===== config.mk =====
export PLATFORM = sky130hd
export DESIGN_NAME = phase_cmp_lock
export DESIGN_NICKNAME = d
export VERILOG_FILES = /design/src/rtl/pcl_pkg.sv /design/src/rtl/pcl_coarse_fsm.sv /design/src/rtl/pcl_fine_ramp.sv /design/src/rtl/pcl_lock_fsm.sv /design/src/rtl/phase_cmp_lock.sv
export SDC_FILE = /design/constraint.sdc
export NUM_CORES = 1
export LEC_CHECK = 0
export BUFFER_PORTS_ARGS = -buffer_cell sky130_fd_sc_hd__buf_2
export CORE_AREA = 2 2 72 74
export CTS_CLUSTER_SIZE = 28
export DETAILED_ROUTE_END_ITERATION = 7
export DIE_AREA = 0 0 74 76
export PLACE_DENSITY = 0.63
export SYNTH_ARGS = -nofsm -noshare
export SYNTH_HDL_FRONTEND = slang
export SYNTH_SLANG_ARGS = --single-unit

===== constraint.sdc =====
create_clock -name clk -period 3.2 [get_ports clk]
set_clock_uncertainty 0.2 [all_clocks]
set_input_delay 0.16 -clock clk [delete_from_list [all_inputs] [get_ports clk]]
set_output_delay 0.16 -clock clk [all_outputs]
set_load 0.05 [all_outputs]

===== src/rtl/pcl_pkg.sv =====
package pcl_pkg;

    typedef enum logic [1:0] {
        CP_IDLE,
        CP_REF_LEAD,
        CP_MAIN_LEAD
    } cp_state_e;

    typedef enum logic [1:0] {
        LK_SEEK,
        LK_QUALIFY,
        LK_LOCKED
    } lk_state_e;

endpackage


===== src/rtl/pcl_coarse_fsm.sv =====
module pcl_coarse_fsm
    import pcl_pkg::*;
#(
    parameter int WIN   = 4,
    parameter int GAP_W = 3
) (
    input  logic             clk,
    input  logic             rst_n,
    input  logic             ref_edge,
    input  logic             main_edge,
    output cp_state_e        state,
    output logic             done,
    output logic [GAP_W-1:0] done_gap,
    output logic             overrun
);

    localparam logic [GAP_W-1:0] GAP_MAX = {GAP_W{1'b1}};
    localparam logic [GAP_W-1:0] GAP_WIN = GAP_W'(WIN);

    cp_state_e        state_nxt;
    logic [GAP_W-1:0] gap_q;
    logic [GAP_W-1:0] gap_nxt;

    // state register
    always_ff @(posedge clk or negedge rst_n) begin
        if (!rst_n) begin
            state <= CP_IDLE;
            gap_q <= '0;
        end else begin
            state <= state_nxt;
            gap_q <= gap_nxt;
        end
    end

    // transitions and measurement outputs
    always_comb begin
        state_nxt = state;
        gap_nxt   = gap_q;
        done      = 1'b0;
        unique case (state)
            CP_IDLE: begin
                if (ref_edge && main_edge) begin
                    done = 1'b1;
                end else if (ref_edge) begin
                    state_nxt = CP_REF_LEAD;
                    gap_nxt   = GAP_W'(1);
                end else if (main_edge) begin
                    state_nxt = CP_MAIN_LEAD;
                    gap_nxt   = GAP_W'(1);
                end
            end
            CP_REF_LEAD: begin
                if (main_edge) begin
                    done      = 1'b1;
                    state_nxt = CP_IDLE;
                    gap_nxt   = '0;
                end else if (gap_q != GAP_MAX) begin
                    gap_nxt = gap_q + 1'b1;
                end
            end
            CP_MAIN_LEAD: begin
                if (ref_edge) begin
                    done      = 1'b1;
                    state_nxt = CP_IDLE;
                    gap_nxt   = '0;
                end else if (gap_q != GAP_MAX) begin
                    gap_nxt = gap_q + 1'b1;
                end
            end
            default: begin
                state_nxt = CP_IDLE;
                gap_nxt   = '0;
            end
        endcase
        done_gap = (state == CP_IDLE) ? '0 : gap_q;
        overrun  = (state != CP_IDLE) && !done && (gap_q == GAP_WIN);
    end

endmodule


===== src/rtl/pcl_fine_ramp.sv =====
module pcl_fine_ramp
    import pcl_pkg::*;
#(
    parameter int FINE_W = 8
) (
    input  logic              clk,
    input  logic              rst_n,
    input  cp_state_e         state,
    input  logic              ref_edge,
    input  logic              main_edge,
    input  logic              done,
    output logic [FINE_W-1:0] fine_err,
    output logic              fine_vld
);

    localparam logic [FINE_W-1:0] MID  = FINE_W'(1) << (FINE_W - 1);
    localparam logic [FINE_W-1:0] FMAX = {FINE_W{1'b1}};

    logic [FINE_W-1:0] ramp_q;
    logic [FINE_W-1:0] ramp_nxt;

    always_comb begin
        ramp_nxt = ramp_q;
        unique case (state)
            CP_IDLE: begin
                if (ref_edge && !main_edge)      ramp_nxt = MID + 1'b1;
                else if (main_edge && !ref_edge) ramp_nxt = MID - 1'b1;
                else                             ramp_nxt = MID;
            end
            CP_REF_LEAD:  if (ramp_q != FMAX) ramp_nxt = ramp_q + 1'b1;
            CP_MAIN_LEAD: if (ramp_q != '0)   ramp_nxt = ramp_q - 1'b1;
            default:      ramp_nxt = MID;
        endcase
    end

    always_ff @(posedge clk or negedge rst_n) begin
        if (!rst_n) begin
            ramp_q   <= MID;
            fine_err <= MID;
            fine_vld <= 1'b0;
        end else begin
            ramp_q   <= ramp_nxt;
            fine_vld <= done;
            if (done) fine_err <= (state == CP_IDLE) ? MID : ramp_q;
        end
    end

endmodule


===== src/rtl/pcl_lock_fsm.sv =====
module pcl_lock_fsm
    import pcl_pkg::*;
(
    input  logic clk,
    input  logic rst_n,
    input  logic done,
    input  logic in_win,
    input  logic overrun,
    output logic locked
);

    lk_state_e lk_q;
    lk_state_e lk_nxt;

    always_ff @(posedge clk or negedge rst_n) begin
        if (!rst_n) lk_q <= LK_SEEK;
        else        lk_q <= lk_nxt;
    end

    always_comb begin
        lk_nxt = lk_q;
        unique case (lk_q)
            LK_SEEK:
                if (done && in_win) lk_nxt = LK_QUALIFY;
            LK_QUALIFY:
                if (overrun || (done && !in_win)) lk_nxt = LK_SEEK;
                else if (done && in_win)          lk_nxt = LK_LOCKED;
            LK_LOCKED:
                if (overrun || (done && !in_win)) lk_nxt = LK_SEEK;
            default: lk_nxt = LK_SEEK;
        endcase
    end

    always_comb locked = (lk_q == LK_LOCKED);

endmodule


===== src/rtl/phase_cmp_lock.sv =====
module phase_cmp_lock
    import pcl_pkg::*;
#(
    parameter int WIN    = 4,
    parameter int FINE_W = 8
) (
    input  logic              clk,
    input  logic              rst_n,
    input  logic              ref_edge,
    input  logic              main_edge,
    output logic              pump_up,
    output logic              pump_dn,
    output logic              pump_oe,
    output logic              lock_n,
    output logic [FINE_W-1:0] fine_err,
    output logic              fine_vld
);

    localparam int GAP_W = $clog2(WIN + 2);

    cp_state_e        cp_state;
    logic             meas_done;
    logic [GAP_W-1:0] meas_gap;
    logic             meas_over;
    logic             locked;
    logic             in_win;

    pcl_coarse_fsm #(.WIN(WIN), .GAP_W(GAP_W)) u_coarse (
        .clk      (clk),
        .rst_n    (rst_n),
        .ref_edge (ref_edge),
        .main_edge(main_edge),
        .state    (cp_state),
        .done     (meas_done),
        .done_gap (meas_gap),
        .overrun  (meas_over)
    );

    pcl_fine_ramp #(.FINE_W(FINE_W)) u_ramp (
        .clk      (clk),
        .rst_n    (rst_n),
        .state    (cp_state),
        .ref_edge (ref_edge),
        .main_edge(main_edge),
        .done     (meas_done),
        .fine_err (fine_err),
        .fine_vld (fine_vld)
    );

    always_comb in_win = (meas_gap <= GAP_W'(WIN));

    pcl_lock_fsm u_lock (
        .clk    (clk),
        .rst_n  (rst_n),
        .done   (meas_done),
        .in_win (in_win),
        .overrun(meas_over),
        .locked (locked)
    );

    // coarse three-state output: enable drops with lock
    always_comb begin
        pump_up = (cp_state == CP_REF_LEAD)  && !locked;
        pump_dn = (cp_state == CP_MAIN_LEAD) && !locked;
        pump_oe = !locked;
        lock_n  = !locked;
    end

endmodule


==> results.ini <==
[yosys]
synthTopCellsByArea=dfrtp_1, ha_1, o21ai_0
yosys_warnings=0
synth_top_area_share=0.322
netlist_area_um2=1710
synth.most_common_cell=o21ai_0
synth_cell_types=43
yosysSeqAreaShare=0.353
synth_top_flop_cell=dfrtp_1
yosys.area.top_type=dfrtp_1
synthArstFlopShare=1.00
avgSynthCellArea_um2=8.38
synth_cells=204
synthTopCellsByCount=o21ai_0, dfrtp_1, nand2_1, a21oi_1, ha_1
synth_edf_count=0
syn_nets=221
synth-seq-cells=24

[worst_setup_path]
required_ns=3.18
critPathLaunchType=flop
endpoint_kind=flop
arrival_ns=2.85
critPathKind=flop to flop
cp_max_fo=13

[grt]
grt_pass1_wl_um=6200
antenna_found_initial=0
grt_pass1_vias=1309
grt_use_total=0.137
grt_overflow=0
grt_max_degree=25

[final_layout]
fillCellCount=494
multi_input_comb_area_um2=1000
area_delta_synth_final_pct=12.8
final_cells=286
nets=234
area.sequential_um2=603
antenna_cells=0
layout-drive-gt1-share=0.116

[drt]
ant_nets=0
drc=0
dr.first_iter.drc_count=85
via_per_inst=5.18
wl_per_cell_um=13.0
drtPass1Iterations=5
vias=1482
routed_wl_um=3720

[timing]
finalSetupViolCount=0
worst_pin_slew_ns=1.15
period_share=0.896
slew_viol_final=0
hold_violations=0
final.setup.tns_ns=0
slew_headroom=0.231
rsz0062_at_grt=no
fin_crit_ns=2.87
max_freq_mhz=349

[power_and_ir_drop]
leakage_nw=0.872
power.density_nw_per_um2=1070
peakVddDrop_v=0.000304

[run_status]
status=finished clean

[placed_design]
port_buffers=16
dp_hpwl_um=2620
dp_cells=280
place.gp.congestion=0.839

[clocking]
worstSkewPairLatency_ns=0.28
numCtsBuffers=3
clk_path_buf_depth=2
clock_sinks=24
clk_pin_slew_worst_paths_ns=0.10
cts_root_buf=clkbuf_8
cts_tree=done
htree_levels=1

[flow_run]
maxCapViolCount=0

[floorplanning]
num_io_pins=17
initial_core_util=0.348
die_area_um2=5620
core_area_um2=4910
num_rows=26
dieHeight_um=76
dieWidth_um=74

[hold_path]
hold_class=input pin to flop

cells by family (layout without fill, tap and decap cells):
logic type               count (synthesis)  count (layout)  share of synthesized area
adder cells (fa/ha/maj)                 13              13                     0.0951
flip-flops                              24              24                      0.353
AND/OR/NAND/NOR                         68              68                      0.210
XOR/XNOR                                 9               9                     0.0461
AO/OA/AOI/OAI                           66              66                      0.236
buffers and inverters                   24              36                     0.0607
final cells by class:
type                       count  area share
inverter                      11      0.0214
clock inverter                 1      0.0156
clock buffer                   3      0.0214
timing repair buffer          21      0.0636
multi-input combinational    156       0.520
sequential                    24       0.313
tap                           70      0.0454
state kept, by name, indices dropped and copies added (netlist names):
name             cells
u_ramp.fine_vld      1
u_lock.lk_q          2
u_coarse.gap_q       3
u_ramp.fine_err      8
u_ramp.ramp_q        8
u_coarse.state       2
worst max-delay path, stage by stage, from the launching register on:
cell and delay [ns]:
dfrtp_1 0.40, inv_1 0.09, ha_1 0.35, a222oi_1 0.97, nor2_1 0.26, nor2_1 0.16
a21oi_1 0.06, a221oi_1 0.28
final timing paths:
kind	from	to	slack (ns)	cells past startpoint
setup / recovery	u_coarse.state[0]$_DFFE_PN0P_	u_lock.lk_q[1]$_DFFE_PN0P_	0.33	7
hold / removal	main_edge	u_coarse.gap_q[2]$_DFFE_PN0P_	0.19	4
setup reg to reg	u_coarse.state[0]$_DFFE_PN0P_	u_lock.lk_q[1]$_DFFE_PN0P_	0.33	7
hold reg to reg	u_lock.lk_q[1]$_DFFE_PN0P_	u_lock.lk_q[0]$_DFFE_PN0P_	0.29	1
max in group asynchronous	rst_n	u_ramp.ramp_q[4]$_DFFE_PN0P_	2.22	2
min in group asynchronous	rst_n	u_lock.lk_q[0]$_DFFE_PN0P_	0.20	2
where the power goes:
group,switching (mW),internal [mW],leakage (nW)
combinational,0.763,0.432,0.528
clock,0.113,0.168,0.0357
sequential,0.160,0.435,0.308
what timing repair did:
item,CTS,global route
resized for setup,0,0
setup buffers,0,0
setup endpoints to repair,0,0
hold endpoints to repair,23,0
hold buffers,2,0
placed cells by master (no fill, tap or decap), types with 3 or more instances in the layout:
| cell | netlist | final |
|---|---|---|
| o21ai_0 | 24 | 24 |
| nor2b_1 | 7 | 7 |
| nand2b_1 | 3 | 3 |
| ha_1 | 13 | 13 |
| nor2_1 | 9 | 9 |
| and2_1 | 3 | 3 |
| a31oi_1 | 3 | 3 |
| buf_2 | 8 | 16 |
| nand2_1 | 22 | 22 |
| nor3_1 | 5 | 5 |
| dfrtp_1 | 22 | 22 |
| nand3b_1 | 5 | 5 |
| inv_1 | 11 | 11 |
| xor2_1 | 4 | 4 |
| o41ai_1 | 3 | 3 |
| xnor2_1 | 5 | 5 |
| clkbuf_8 | 0 | 3 |
| or3_1 | 3 | 3 |
| buf_4 | 1 | 3 |
| a21oi_1 | 16 | 16 |
per-stage QoR:
step           worst slack, ns  cell area (um2)  hold WS [ns]   util  power (mW)
2_1_floorplan            0.788             1710        -0.336      -        1.54
4_1_cts                  0.352             1930         0.198  0.393        2.07
3_3_place_gp             0.471             1840       -0.0210  0.374        1.78
3_5_place_dp             0.383             1840       -0.0170  0.374        1.79
5_1_grt                 0.0684             1930         0.243  0.393        2.25
6_report                 0.333             1930         0.194  0.393        2.07
metal layers:
layer	vias to the layer above	wire [um]	part of all wire	global-route usage
li1	749	-	-	-
met1	690	1800	0.48	0.191
met2	36	1690	0.45	0.213
met3	7	179	0.048	0.0159
met4	0	56	0.015	0.0509
met5	-	0	0	0
No activity file was read; power rests on OpenSTA's default activity.
